==> src/rtl/adc_align_pkg.sv <==
package adc_align_pkg;

  localparam int unsigned NIB_W = 4;

  typedef enum logic [1:0] {
    ST_IDLE  = 2'd0,
    ST_TRAIN = 2'd1,
    ST_LOCK  = 2'd2
  } align_st_e;

  // Lane order to serial order: result[3] is the earliest bit on the wire.
  function automatic logic [NIB_W-1:0] nib_to_serial(logic [NIB_W-1:0] n);
    return {n[0], n[2], n[1], n[3]};
  endfunction

endpackage

==> src/rtl/adc_bit_window.sv <==
module adc_bit_window
  import adc_align_pkg::*;
#(
  parameter int unsigned WORD_W = 12,
  localparam int unsigned WIN_W = 2 * WORD_W,
  localparam int unsigned PER   = WORD_W / NIB_W,
  localparam int unsigned PH_W  = (PER > 1) ? $clog2(PER) : 1
) (
  input  logic             clk,
  input  logic             rst_n,
  input  logic [NIB_W-1:0] nib_i,
  output logic [WIN_W-1:0] win_o,
  output logic             tick_o
);

  logic [WIN_W-1:0] hist_q;
  logic [PH_W-1:0]  ph_q;

  always_ff @(posedge clk) begin
    if (!rst_n) begin
      hist_q <= '0;
      ph_q   <= '0;
    end else begin
      hist_q <= {hist_q[WIN_W-NIB_W-1:0], nib_to_serial(nib_i)};
      if (ph_q == PH_W'(PER - 1)) ph_q <= '0;
      else                        ph_q <= ph_q + PH_W'(1);
    end
  end

  assign win_o  = hist_q;
  assign tick_o = (ph_q == PH_W'(PER - 1));

endmodule

==> src/rtl/adc_sync_search.sv <==
module adc_sync_search #(
  parameter int unsigned WORD_W = 12,
  parameter logic [WORD_W-1:0] SYNC_PAT = 12'hFC0,
  localparam int unsigned WIN_W = 2 * WORD_W,
  localparam int unsigned OFS_W = $clog2(WORD_W)
) (
  input  logic [WIN_W-1:0] win_i,
  output logic             hit_o,
  output logic [OFS_W-1:0] ofs_o
);

  logic [WORD_W-1:0] hits;

  for (genvar k = 0; k < WORD_W; k++) begin : g_cand
    assign hits[k] = (win_i[k +: WORD_W] == SYNC_PAT);
  end

  always_comb begin
    hit_o = |hits;
    ofs_o = '0;
    for (int k = WORD_W - 1; k >= 0; k--) begin
      if (hits[k]) ofs_o = OFS_W'(k);
    end
  end

endmodule

==> src/rtl/adc_train_ctrl.sv <==
module adc_train_ctrl
  import adc_align_pkg::*;
#(
  parameter int unsigned OFS_W    = 4,
  parameter int unsigned LOCK_CNT = 8,
  parameter int unsigned TIMEOUT  = 256,
  localparam int unsigned CNT_W = $clog2(LOCK_CNT + 1),
  localparam int unsigned TMR_W = $clog2(TIMEOUT + 1)
) (
  input  logic             clk,
  input  logic             rst_n,
  input  logic             train_req_i,
  input  logic             tick_i,
  input  logic             hit_i,
  input  logic [OFS_W-1:0] hit_ofs_i,
  output logic             locked_o,
  output logic [OFS_W-1:0] ofs_o,
  output logic             err_o,
  output logic             lock_evt_o
);

  align_st_e        st_q;
  logic [CNT_W-1:0] cnt_q, cnt_nxt;
  logic [OFS_W-1:0] cand_q, ofs_q;
  logic [TMR_W-1:0] tmr_q;
  logic             seen_q, err_q;
  logic             same_ofs, frame_hit;

  assign frame_hit  = (st_q == ST_TRAIN) && tick_i && hit_i;
  assign same_ofs   = (cnt_q != '0) && (hit_ofs_i == cand_q);
  assign cnt_nxt    = same_ofs ? cnt_q + CNT_W'(1) : CNT_W'(1);
  assign lock_evt_o = frame_hit && (cnt_nxt == CNT_W'(LOCK_CNT));

  always_ff @(posedge clk) begin
    if (!rst_n) begin
      st_q   <= ST_IDLE;
      cnt_q  <= '0;
      cand_q <= '0;
      ofs_q  <= '0;
      tmr_q  <= '0;
      seen_q <= 1'b0;
      err_q  <= 1'b0;
    end else if (train_req_i) begin
      st_q   <= ST_TRAIN;
      cnt_q  <= '0;
      tmr_q  <= '0;
      seen_q <= 1'b0;
      err_q  <= 1'b0;
    end else if (st_q == ST_TRAIN) begin
      if (!seen_q && tmr_q != TMR_W'(TIMEOUT)) tmr_q <= tmr_q + TMR_W'(1);
      if (!seen_q && !frame_hit && tmr_q == TMR_W'(TIMEOUT - 1)) err_q <= 1'b1;
      if (tick_i) begin
        if (hit_i) begin
          seen_q <= 1'b1;
          cand_q <= hit_ofs_i;
          cnt_q  <= cnt_nxt;
          if (lock_evt_o) begin
            st_q  <= ST_LOCK;
            ofs_q <= hit_ofs_i;
            err_q <= 1'b0;
          end
        end else begin
          cnt_q <= '0;
        end
      end
    end
  end

  assign locked_o = (st_q == ST_LOCK);
  assign ofs_o    = ofs_q;
  assign err_o    = err_q;

endmodule

==> src/rtl/adc_word_aligner.sv <==
module adc_word_aligner
  import adc_align_pkg::*;
#(
  parameter int unsigned WORD_W = 12,
  parameter logic [WORD_W-1:0] SYNC_PAT = 12'hFC0,
  parameter int unsigned LOCK_CNT = 8,
  parameter int unsigned TIMEOUT  = 256,
  localparam int unsigned WIN_W = 2 * WORD_W,
  localparam int unsigned OFS_W = $clog2(WORD_W)
) (
  input  logic              clk,
  input  logic              rst_n,
  input  logic [NIB_W-1:0]  nib_i,
  input  logic              train_req_i,
  output logic [WORD_W-1:0] word_o,
  output logic              valid_o,
  output logic              locked_o,
  output logic [OFS_W-1:0]  off_o,
  output logic              err_o
);

  function automatic logic [WORD_W-1:0] pick_word(logic [WIN_W-1:0] w,
                                                   logic [OFS_W-1:0] k);
    logic [WIN_W-1:0] sh;
    sh = w >> k;
    return sh[WORD_W-1:0];
  endfunction

  logic [WIN_W-1:0] win;
  logic             frame_tick;
  logic             sync_hit;
  logic [OFS_W-1:0] sync_ofs;
  logic             lock_evt;
  logic             emit;
  logic [WORD_W-1:0] word_q;
  logic             valid_q;

  adc_bit_window #(.WORD_W(WORD_W)) u_win (
    .clk    (clk),
    .rst_n  (rst_n),
    .nib_i  (nib_i),
    .win_o  (win),
    .tick_o (frame_tick)
  );

  adc_sync_search #(.WORD_W(WORD_W), .SYNC_PAT(SYNC_PAT)) u_search (
    .win_i (win),
    .hit_o (sync_hit),
    .ofs_o (sync_ofs)
  );

  adc_train_ctrl #(.OFS_W(OFS_W), .LOCK_CNT(LOCK_CNT), .TIMEOUT(TIMEOUT)) u_ctrl (
    .clk         (clk),
    .rst_n       (rst_n),
    .train_req_i (train_req_i),
    .tick_i      (frame_tick),
    .hit_i       (sync_hit),
    .hit_ofs_i   (sync_ofs),
    .locked_o    (locked_o),
    .ofs_o       (off_o),
    .err_o       (err_o),
    .lock_evt_o  (lock_evt)
  );

  assign emit = locked_o && frame_tick && !train_req_i;

  always_ff @(posedge clk) begin
    if (!rst_n) begin
      word_q  <= '0;
      valid_q <= 1'b0;
    end else begin
      valid_q <= emit;
      if (emit) word_q <= pick_word(win, off_o);
    end
  end

  assign word_o  = word_q;
  assign valid_o = valid_q;

endmodule

==> config.mk <==
export PLATFORM = sky130hd
export DESIGN_NAME = adc_word_aligner
export DESIGN_NICKNAME = d
export VERILOG_FILES = /design/src/rtl/adc_align_pkg.sv /design/src/rtl/adc_bit_window.sv /design/src/rtl/adc_sync_search.sv /design/src/rtl/adc_train_ctrl.sv /design/src/rtl/adc_word_aligner.sv
export SDC_FILE = /design/constraint.sdc
export NUM_CORES = 1
export LEC_CHECK = 0
export ABC_AREA = 1
export CORE_UTILIZATION = 24
export CTS_CLUSTER_DIAMETER = 60
export DETAILED_ROUTE_END_ITERATION = 7
export DONT_BUFFER_PORTS = 1
export GPL_TIMING_DRIVEN = 0
export RECOVER_POWER = 25
export SYNTH_ARGS = -nofsm -noshare
export SYNTH_HDL_FRONTEND = slang
export SYNTH_SLANG_ARGS = --single-unit
==> constraint.sdc <==
create_clock -name clk -period 2.5 [get_ports clk]
set_clock_uncertainty 0.1 [all_clocks]
set_input_delay 0.125 -clock clk [delete_from_list [all_inputs] [get_ports clk]]
set_output_delay 0.125 -clock clk [all_outputs]
set_load 0.02 [all_outputs]
==> results.json <==
{
  "clkSlewWorstSetupHoldPaths_ns": 0.06,
  "use_met3_pct": 3.30,
  "nets": 613,
  "grt_max_degree": 13,
  "critical_path_buf_inv_count": 3,
  "ff2ff_path_depth": 9,
  "track_usage_pct": 12.5,
  "grt_pass1_vias": 3267,
  "cts_buffer_depth": 2,
  "critPathLaunch": "u_ctrl.ofs_o[0]",
  "core_um2": 15300,
  "ir_worst_vdd_v": 0.000313,
  "endpoint_kind": "register",
  "fp-row-count": 45,
  "fp.dieH_um": 128,
  "path_cells": "buf_2, buf_1, nand2_1, o21ai_0, a21oi_1, o21ai_0, nand3_1, o211ai_1, inv_1",
  "n_antenna_cell": 0,
  "path_depth": 9,
  "rsz0062_at_grt": "false",
  "avgRoutedWirePerCell_um": 11.9,
  "r2r_start": "u_ctrl.ofs_o[0]",
  "finalSetupViolations": 0,
  "drt_wl_total_mm": 9.72,
  "layout_common_cells": "nand2_1, inv_1, nor2_1",
  "synth_cells": 584,
  "dpl.hpwl_mm": 7.60,
  "vias": 3638,
  "cts_tree": "yes",
  "final_antenna_net_count": 0,
  "drive_gt1_share_pct": 11.6,
  "grt_antenna_before_repair": 0,
  "cp.required_ns": 2.63,
  "layout_commonest_cell": "nand2_1",
  "die-area_um2": 16300,
  "clk_latency_ns": 0.34,
  "syn-num-nets": 597,
  "min_path_type": "primary input to register",
  "numCtsBuffers": 9,
  "drc_errors": 0,
  "fp.dieW_um": 128,
  "yosysWarnings": 0,
  "via_per_inst": 4.46,
  "dr.pass1.iters": 4,
  "arrival_ns": 2.38,
  "worst_pin_slew_ns": 0.500,
  "slew-limit-headroom_pct": 66.7,
  "cts_setup_buffers": 0,
  "path_max_fanout": 10,
  "tns_ns": 0,
  "syn_area_um2": 3790,
  "reg2reg_setup_slack_ns": 0.25,
  "use_met1_pct": 16.1,
  "drv_slew": 0,
  "grt_pass1_wl_mm": 16.0,
  "yosysUniqueCellTypes": 33,
  "p_leak_uw": 0.00194,
  "drt_iter0_markers": 219,
  "gp_congestion": 0.937,
  "clock-sinks": 64,
  "cts_max_level": 3,
  "cts-root-buf": "clkbuf_16",
  "critical_path.most_common_cell": "o21ai_0",
  "max-cap-violations": 0,
  "critical-path-slowest-cell": "dfxtp_1",
  "ys_ff_latch": 64,
  "grt_most_used_layer": "met2",
  "fmax_mhz": 445,
  "slowest_delay_ns": 0.56,
  "grtUsageMet2_pct": 19.7,
  "port_buffers": 0,
  "grt_overflow": 0,
  "period_share_pct": 89.9,
  "start_kind": "register",
  "timing.rr.end": "word_o[3]",
  "endpoint": "word_o[3]",
  "p_total_uw": 2360,
  "hold_viol": 0,
  "start_util_pct": 24.7,
  "crit_family": "buffers and inverters",
  "critical_path_class": "register to register",
  "pin_count": 26,
  "fill_cells": 1731,
  "synthToLayoutAreaGrowth_pct": 15.9,
  "synth.avg_cell_area_um2": 6.49,
  "ys_seq_area_share_pct": 33.8,
  "status": "complete, no violations",
  "power_density_nw_per_um2": 538,
  "period_needed_ns": 2.25
}
==> where the power goes <==
group / total [µW] / switching, µW / leakage (µW) / internal [µW]
Combinational: 124 / 82.8 / 0.00129 / 41.5
Clock: 1180 / 479 / 0.000131 / 698
Sequential: 1060 / 19.0 / 0.000519 / 1040
Total: 2360 / 581 / 0.00194 / 1780
==> metal layers <==
| layer | part of all wire, % | up-vias | wire length (µm) |
|---|---|---|---|
| met2 | 45 | 86 | 4380 |
| li1 | - | 1905 | - |
| met4 | 2.3 | 0 | 219 |
| met1 | 48 | 1630 | 4640 |
| met5 | 0 | - | 0 |
| met3 | 4.9 | 17 | 475 |
==> cells by family (layout without fill, tap and decap cells) <==
logic type      after synthesis  after routing  synth area share [%]
fa+ha+maj                     6              6                  1.98
mux                          10             10                  2.64
buf+inv                     112            133                  11.4
compound gates               94             94                  13.7
flops                        64             64                  33.8
xor+xnor                      4              4                  1.32
simple gates                294            294                  35.2
==> synthesized netlist by cell type (all sizes together) <==
master	count	area [µm²]
nor2	77	334
o211a	1	10.0
clkbuf	11	41.3
o211ai	15	113
nand2	147	579
buf	9	43.8
a31oi	1	6.26
inv	90	338
nor3	11	65.1
nor4	4	25.0
xor2	2	32.5
dfxtp	64	1280
and3	1	6.26
o21ai	50	250
xnor2	2	17.5
o22ai	1	6.26
nand4	8	50.1
mux2i	10	100
a211oi	2	15.0
ha	6	75.1
clkinv	2	7.51
a21oi	24	120
nand3	46	273
==> timing repair <==
item                                    4_1_cts  5_1_grt
hold endpoints to repair                     17        0
endpoints found under the setup margin        0        3
resized for setup                             0        4
hold buffers                                  5        0
==> per-stage QoR <==
stage	util [%]	setup slack (ns)	hold WS (ns)	area, µm²	cells
5_1_grt	28.7	0.0104	0.190	4390	816
3_3_place_gp	26.5	0.168	0.132	4050	795
2_1_floorplan	-	0.672	0.123	3790	584
3_5_place_dp	26.5	0.179	0.129	4050	795
4_1_cts	28.7	0.160	0.0449	4390	816
6_report	28.7	0.253	0.134	4390	816
==> registers in the layout, indices dropped and copies added, names as in the netlist <==
| name | cells |
|---|---|
| u_ctrl.cnt_q | 4 |
| u_ctrl.st_q | 2 |
| u_ctrl.err_o | 1 |
| u_win.ph_q | 2 |
| u_ctrl.tmr_q | 9 |
| u_ctrl.cand_q | 4 |
| u_ctrl.seen_q | 1 |
| u_ctrl.ofs_o | 4 |
| word_o | 12 |
| u_win.win_o | 24 |
| valid_o | 1 |
==> cell type report <==
type	count	area (µm²)	area share, %
multi-input combinational	408	2080	47.4
timing repair buffer	5	50.0	1.14
clock buffer	10	239	5.44
tap	211	264	6.01
inverter	92	345	7.86
clock inverter	6	45.0	1.03
buffer	20	85.1	1.94
sequential	64	1280	29.2
==> worst min-delay path by stage <==
| stage | start | endpoint | cells past startpoint |
|---|---|---|---|
| after floorplan | nib_i[3] | u_win.win_o[0] | 2 |
| after global placement | nib_i[0] | u_win.win_o[3] | 2 |
| after detailed placement | nib_i[2] | u_win.win_o[2] | 2 |
| after CTS | rst_n | word_o[0] | 3 |
| after global routing | rst_n | word_o[1] | 3 |
| final | rst_n | word_o[0] | 3 |
==> tightest hold or removal path, delay by kind of cell <==
family	cells	cell delay, ns
AOI/OAI and AO/OA	2	0.19
buffers and inverters	1	0.22
Note: power is estimated with default switching activity, not from simulation.
